**config.mk**
```make
export PLATFORM = sky130hd
export DESIGN_NAME = serial_audio_rx
export DESIGN_NICKNAME = d
export VERILOG_FILES = /design/src/rtl/sarx_pkg.sv /design/src/rtl/sarx_sync.sv /design/src/rtl/sarx_framer.sv /design/src/rtl/sarx_deser.sv /design/src/rtl/sarx_pair.sv /design/src/rtl/serial_audio_rx.sv
export SDC_FILE = /design/constraint.sdc
export NUM_CORES = 1
export LEC_CHECK = 0
export ABC_AREA = 1
export CORE_AREA = 2 2 166 168
export DETAILED_ROUTE_END_ITERATION = 6
export DIE_AREA = 0 0 168 170
export GPL_TIMING_DRIVEN = 0
export MAX_ROUTING_LAYER = met4
export PLACE_DENSITY = 0.53
export REMOVE_ABC_BUFFERS = 1
export SYNTH_ARGS = -nofsm -noshare
export SYNTH_HDL_FRONTEND = slang
export SYNTH_SLANG_ARGS = --single-unit
```
**constraint.sdc**
```tcl
create_clock -name clk -period 4.7 [get_ports clk]
set_clock_uncertainty 0.1 [all_clocks]
set_input_delay 1.41 -clock clk [delete_from_list [all_inputs] [get_ports clk]]
set_output_delay 1.41 -clock clk [all_outputs]
set_load 0.02 [all_outputs]
```
**src/rtl/sarx_pkg.sv**
```systemverilog
// Shared constants and encodings for the serial audio receiver.
// Assumes: the output sample width is fixed at 24 bits; the two short
// right-justified lengths are 16 and 20 bits.
package sarx_pkg;
    localparam int SAMPLE_W = 24;
    localparam int SHORT_A  = 16;
    localparam int SHORT_B  = 20;

    typedef enum logic [1:0] {
        FMT_RJ_MSB = 2'd0,
        FMT_LJ_MSB = 2'd1,
        FMT_RJ_LSB = 2'd2,
        FMT_I2S    = 2'd3
    } fmt_e;

    typedef enum logic [1:0] {
        LEN_16  = 2'd0,
        LEN_20  = 2'd1,
        LEN_24  = 2'd2,
        LEN_24X = 2'd3
    } rjlen_e;

    // Sign-extend the low n bits of v to the full sample width.
    function automatic logic [SAMPLE_W-1:0] sext(input logic [SAMPLE_W-1:0] v, input int n);
        logic [SAMPLE_W-1:0] r;
        for (int k = 0; k < SAMPLE_W; k++) begin
            r[k] = (k < n) ? v[k] : v[n-1];
        end
        return r;
    endfunction
endpackage

```
**src/rtl/sarx_sync.sv**
```systemverilog
// Multi-bit synchroniser: each input bit goes through its own chain of
// STAGES flops into the clk domain.
// Assumes: the bits are independent levels, and bits that must line up
// change well apart from the edges that qualify them.
module sarx_sync #(
    parameter int WIDTH  = 3,
    parameter int STAGES = 2
) (
    input  logic             clk,
    input  logic             rst_n,
    input  logic [WIDTH-1:0] din,
    output logic [WIDTH-1:0] dout
);
    logic [WIDTH-1:0] chain [STAGES];

    // Shift each input bit through the synchroniser chain.
    always_ff @(posedge clk) begin
        if (!rst_n) begin
            for (int s = 0; s < STAGES; s++) chain[s] <= '0;
        end else begin
            chain[0] <= din;
            for (int s = 1; s < STAGES; s++) chain[s] <= chain[s-1];
        end
    end

    assign dout = chain[STAGES-1];
endmodule

```
**src/rtl/sarx_framer.sv**
```systemverilog
// Framer: detects rising edges of the bit clock and word-clock level
// changes, and numbers each bit within its word.
// Assumes: synchronised inputs; the bit clock is high and low for at least
// one clk cycle each.
module sarx_framer #(
    parameter int CNT_W = 7
) (
    input  logic             clk,
    input  logic             rst_n,
    input  logic             sck_s,
    input  logic             ws_s,
    output logic             bit_ev,
    output logic             chg,
    output logic             word_end,
    output logic             end_ch,
    output logic [CNT_W-1:0] bit_idx
);
    localparam logic [CNT_W-1:0] CNT_MAX = '1;

    logic             sck_d;
    logic             ws_last;
    logic             primed;
    logic             armed;
    logic [CNT_W-1:0] cnt_q;

    assign bit_ev   = sck_s & ~sck_d;
    assign chg      = bit_ev & primed & (ws_s != ws_last);
    assign word_end = chg & armed;
    assign end_ch   = ws_last;
    assign bit_idx  = chg ? '0 : cnt_q;

    // Delay the bit clock by one cycle for rising-edge detection.
    always_ff @(posedge clk) begin
        if (!rst_n) sck_d <= 1'b0;
        else        sck_d <= sck_s;
    end

    // Track the word-clock level, alignment state and bit position per bit.
    always_ff @(posedge clk) begin
        if (!rst_n) begin
            ws_last <= 1'b0;
            primed  <= 1'b0;
            armed   <= 1'b0;
            cnt_q   <= '0;
        end else if (bit_ev) begin
            ws_last <= ws_s;
            primed  <= 1'b1;
            if (chg) armed <= 1'b1;
            cnt_q   <= (bit_idx == CNT_MAX) ? CNT_MAX : bit_idx + 1'b1;
        end
    end
endmodule

```
**src/rtl/sarx_deser.sv**
```systemverilog
// Deserialiser: collects bits into a 24-bit word according to the selected
// framing, and presents the completed word when a word ends.
// Assumes: fmt and rjl are static while a stream is running.
module sarx_deser
    import sarx_pkg::*;
#(
    parameter int CNT_W = 7
) (
    input  logic                clk,
    input  logic                rst_n,
    input  fmt_e                fmt,
    input  rjlen_e              rjl,
    input  logic                bit_ev,
    input  logic                chg,
    input  logic [CNT_W-1:0]    bit_idx,
    input  logic                sd,
    output logic [SAMPLE_W-1:0] word_val
);
    logic [SAMPLE_W-1:0] sh_q;
    logic [SAMPLE_W-1:0] jw_q;
    logic [SAMPLE_W-1:0] jw_next;
    int                  rel;

    // Compute the next left-justified word: clear at a boundary, then place
    // this bit at its position counted from the MSB.
    always_comb begin
        rel     = int'(bit_idx) - ((fmt == FMT_I2S) ? 1 : 0);
        jw_next = chg ? '0 : jw_q;
        for (int k = 0; k < SAMPLE_W; k++) begin
            if (rel == SAMPLE_W - 1 - k) jw_next[k] = sd;
        end
    end

    // Keep a window of the most recent bits for right-justified framings.
    always_ff @(posedge clk) begin
        if (!rst_n) begin
            sh_q <= '0;
        end else if (bit_ev) begin
            if (fmt == FMT_RJ_LSB) sh_q <= {sd, sh_q[SAMPLE_W-1:1]};
            else                   sh_q <= {sh_q[SAMPLE_W-2:0], sd};
        end
    end

    // Hold the word being built for left-justified and I2S framings.
    always_ff @(posedge clk) begin
        if (!rst_n)      jw_q <= '0;
        else if (bit_ev) jw_q <= jw_next;
    end

    // Select the completed word for the active framing and length.
    always_comb begin
        unique case (fmt)
            FMT_RJ_MSB: begin
                unique case (rjl)
                    LEN_16:  word_val = sext(sh_q, SHORT_A);
                    LEN_20:  word_val = sext(sh_q, SHORT_B);
                    default: word_val = sh_q;
                endcase
            end
            FMT_RJ_LSB: word_val = sh_q;
            default:    word_val = jw_q;
        endcase
    end
endmodule

```
**src/rtl/sarx_pair.sv**
```systemverilog
// Pairing stage: holds a left word until the matching right word ends,
// then updates both outputs together with a one-cycle strobe.
// Assumes: word_end lasts one cycle and end_ch names the channel that ended.
module sarx_pair
    import sarx_pkg::*;
(
    input  logic                clk,
    input  logic                rst_n,
    input  logic                word_end,
    input  logic                end_ch,
    input  logic [SAMPLE_W-1:0] word_val,
    output logic [SAMPLE_W-1:0] left_out,
    output logic [SAMPLE_W-1:0] right_out,
    output logic                sample_valid
);
    logic [SAMPLE_W-1:0] left_hold;
    logic                have_left;

    // Store left words; publish a pair when a right word ends after one.
    always_ff @(posedge clk) begin
        if (!rst_n) begin
            left_hold    <= '0;
            have_left    <= 1'b0;
            left_out     <= '0;
            right_out    <= '0;
            sample_valid <= 1'b0;
        end else begin
            sample_valid <= 1'b0;
            if (word_end) begin
                if (!end_ch) begin
                    left_hold <= word_val;
                    have_left <= 1'b1;
                end else if (have_left) begin
                    left_out     <= left_hold;
                    right_out    <= word_val;
                    sample_valid <= 1'b1;
                    have_left    <= 1'b0;
                end
            end
        end
    end
endmodule

```
**src/rtl/serial_audio_rx.sv**
```systemverilog
// Top level of the multi-format serial audio receiver: synchroniser,
// framer, deserialiser and pairing stage.
// Assumes: the bit clock is slower than a quarter of clk; fmt_sel and
// rj_len change only while no stream is running.
module serial_audio_rx
    import sarx_pkg::*;
#(
    parameter int SYNC_STAGES = 2,
    parameter int CNT_W       = 7
) (
    input  logic                clk,
    input  logic                rst_n,
    input  logic [1:0]          fmt_sel,
    input  logic [1:0]          rj_len,
    input  logic                sck_in,
    input  logic                ws_in,
    input  logic                sd_in,
    output logic [SAMPLE_W-1:0] left_out,
    output logic [SAMPLE_W-1:0] right_out,
    output logic                sample_valid
);
    logic [2:0]          sync_out;
    logic                sck_s, ws_s, sd_s;
    logic                bit_ev, chg, word_end, end_ch;
    logic [CNT_W-1:0]    bit_idx;
    logic [SAMPLE_W-1:0] word_val;

    sarx_sync #(.WIDTH(3), .STAGES(SYNC_STAGES)) u_sync (
        .clk  (clk),
        .rst_n(rst_n),
        .din  ({sck_in, ws_in, sd_in}),
        .dout (sync_out)
    );

    assign {sck_s, ws_s, sd_s} = sync_out;

    sarx_framer #(.CNT_W(CNT_W)) u_framer (
        .clk     (clk),
        .rst_n   (rst_n),
        .sck_s   (sck_s),
        .ws_s    (ws_s),
        .bit_ev  (bit_ev),
        .chg     (chg),
        .word_end(word_end),
        .end_ch  (end_ch),
        .bit_idx (bit_idx)
    );

    sarx_deser #(.CNT_W(CNT_W)) u_deser (
        .clk     (clk),
        .rst_n   (rst_n),
        .fmt     (fmt_e'(fmt_sel)),
        .rjl     (rjlen_e'(rj_len)),
        .bit_ev  (bit_ev),
        .chg     (chg),
        .bit_idx (bit_idx),
        .sd      (sd_s),
        .word_val(word_val)
    );

    sarx_pair u_pair (
        .clk         (clk),
        .rst_n       (rst_n),
        .word_end    (word_end),
        .end_ch      (end_ch),
        .word_val    (word_val),
        .left_out    (left_out),
        .right_out   (right_out),
        .sample_valid(sample_valid)
    );
endmodule

```
==> flow_summary.toml <==
[global_route]
antenna_found_initial = 0
track_usage = 0.120
grt_overflow = 0
grt_max_degree = 86
grt_pass1_wl_um = 27000
grt_pass1_vias = 5466

[power]
power.total_mw = 2.79
power-per-cell-area_nw_per_um2 = 353
total_leakage_power_nw = 3.23
ir_worst_vdd_v = 0.000231

[logic_synthesis]
syn_area_per_cell_sq_um = 6.99
synth_cell_types = 37
synth_warnings = 0
netlist_area_sq_um = 6570
syn_inst = 940
ys_seq_area_frac = 0.423
yosys_register_bits = 139

[floorplan]
rows = 60
fp.coreArea_sq_um = 26700
die_h_um = 170
ios = 58
start_util = 0.247
fp.dieW_um = 168
die-area_sq_um = 28600

[sta]
post-route-min-period_ns = 4.27
max_slew_margin = 0.232
rsz0062_at_grt = "false"
tightest_slew_ns = 1.15
slew_viol_final = 0
hold_viol = 0
post-route-period-util = 0.909
setup_violations = 0
clock.fmax_mhz = 234

[worst_setup_path]
critPathMostFrequentCell = "ha_1"
critical_path_class = "register to register"
crit_chain = "inv_1, nand2_1, nor2_2, nand2_4, nand2_1, ha_1, ha_1, nand3_1, nor2_1, ha_1, nand2_2, nor2_4, nand4_1, a21oi_1, nor2_1"
cpMaxStageDelayCell = "nand2_1"
required_ns = 4.91
slowest_delay_ns = 0.60
end_kind = "register"
worstPathArrival_ns = 4.49
setup.worst_path.start_class = "register"
crit_fanout = 63

[route]
viasPerCell = 4.50
drtPass1Iterations = 5
drt_first_iter_violations = 419
finalWirelength_um = 16100
drc = 0
vias = 5899
wl_per_cell_um = 12.3
ant_nets = 0

[clocking]
clk_latency_ns = 0.42
clock_sinks = 139
cts_tree = "done"
cts_setup_buffers = 0
path_clk_slew_ns = 0.06
htreeDepth = 4
clk_path_buf_depth = 2
cts_root_buf = "clkbuf_16"
cts_buffers = 17

[placed_design]
dp_hpwl_um = 10400
port_buffers = 57
dp.cells = 1279
gp_congestion = 0.787

[run_status]
outcome = "completed"

[layout]
diodes = 0
fin_nets = 970
n_fill_cell = 2895
synthToLayoutAreaGrowth_pct = 20.5
final_cells = 1311
drive_above_1_share = 0.0691

[run]
maxCapViolations = 0

[worst_hold_path]
hold_path_class = "register to register"
[report_power, final]
group	internal (mW)	leakage, nW	total (mW)	switching, mW
Sequential	1.20	1.12	1.21	0.0143
Clock	0.823	0.286	1.35	0.527
Combinational	0.0630	1.82	0.233	0.170
Total	2.08	3.23	2.79	0.712
[metrics by stage]
stage	hold slack, ns	setup TNS [ns]	instance area (sq um)	setup WS [ns]	util
3_5_place_dp	0.308	-3.05	7320	-0.251	0.275
4_1_cts	0.323	0	7910	0.00606	0.297
2_1_floorplan	0.290	0	6270	0.853	-
6_report	0.318	0	7920	0.427	0.297
3_3_place_gp	0.307	-165.38	7270	-2.39	0.273
5_1_grt	0.343	0	7920	0.0269	0.297
[Yosys cell counts (all sizes together)]
cell	count	area, sq um
nand2	128	503
a21oi	90	450
buf	24	155
o221ai	5	43.8
a31oi	9	56.3
clkinv	2	7.51
xor2	1	8.76
nand3b	1	7.51
nand4	25	219
or2	1	6.26
o31ai	1	7.51
xnor2	1	8.76
inv	109	409
dfxtp	139	2780
nor3	2	10.0
nor2	165	648
nand3	69	363
a211oi	3	22.5
o211ai	10	75.1
a221oi	5	43.8
ha	4	50.1
o21ai	108	552
clkbuf	38	143
[metal layers]
layer,part of all wire,global-route usage
met5,0,-
met1,0.49,0.148
met4,0.012,0.0371
met2,0.47,0.195
met3,0.030,0.0286
[path summary, 6_finish.rpt]
kind	from	slack [ns]	endpoint	cells after the start
hold / removal	u_sync.chain[0][0]	0.32	u_sync.chain[0][3]	2
hold reg to reg	u_sync.chain[0][0]	0.32	u_sync.chain[0][3]	2
setup / recovery	u_framer.sck_d	0.43	u_deser.jw_q[16]	15
setup reg to reg	u_framer.sck_d	0.43	u_deser.jw_q[16]	15
[state kept, by name, summed over array words and instances, names as in the netlist]
register / flops
u_framer.end_ch: 1
u_sync.chain: 6
u_framer.armed: 1
u_pair.sample_valid: 1
u_framer.sck_d: 1
u_framer.primed: 1
u_pair.have_left: 1
u_pair.right_out: 24
u_pair.left_out: 24
u_deser.jw_q: 24
u_deser.sh_q: 24
u_framer.cnt_q: 7
u_pair.left_hold: 24
[cell type report]
| class | count | area [sq um] | share of cell area |
|---|---|---|---|
| multi-input combinational | 628 | 3090 | 0.390 |
| inverter | 111 | 419 | 0.0529 |
| tap | 341 | 427 | 0.0539 |
| clock buffer | 22 | 474 | 0.0599 |
| clock inverter | 10 | 116 | 0.0147 |
| sequential | 139 | 2780 | 0.351 |
| timing repair buffer | 60 | 617 | 0.0779 |
[cells by family (layout without fill, tap and decap cells)]
group | count (synthesis) | count (layout) | synth area share
DFF | 139 | 139 | 0.423
AOI/OAI and AO/OA | 231 | 231 | 0.190
adders and majority gates | 4 | 4 | 0.00762
xor gates and xnor gates | 2 | 2 | 0.00267
buffers and inverters | 173 | 203 | 0.109
and+or+nand+nor | 391 | 391 | 0.267
[placed cells by master (no fill, tap or decap), types with 3 or more instances in the layout]
master	n
inv_1	104
nor2_1	160
nand4_2	10
inv_2	4
ha_1	4
o21ai_0	104
clkbuf_8	3
a21oi_1	90
o211ai_1	10
a31oi_1	9
clkdlybuf4s50_1	55
nand3_1	67
clkinv_2	3
o21ai_2	3
nand4_1	15
a221oi_1	5
nand2_2	4
o221ai_1	5
dfxtp_1	139
clkbuf_16	17
nand2_1	122
a211oi_1	3
clkinv_4	3
[timing repair]
action | in CTS | in global routing
hold buffers | 0 | 0
setup endpoints to repair | 0 | 63
gates resized for setup | 0 | 4
[critical path, delay by kind of cell, from the launching register on]
kind	cells	cell delay, ns
compound gates	1	0.20
fa+ha+maj	3	0.95
buf+inv	1	0.04
flops	1	0.30
simple gates	10	2.56
(Power assumes the default switching activity.)
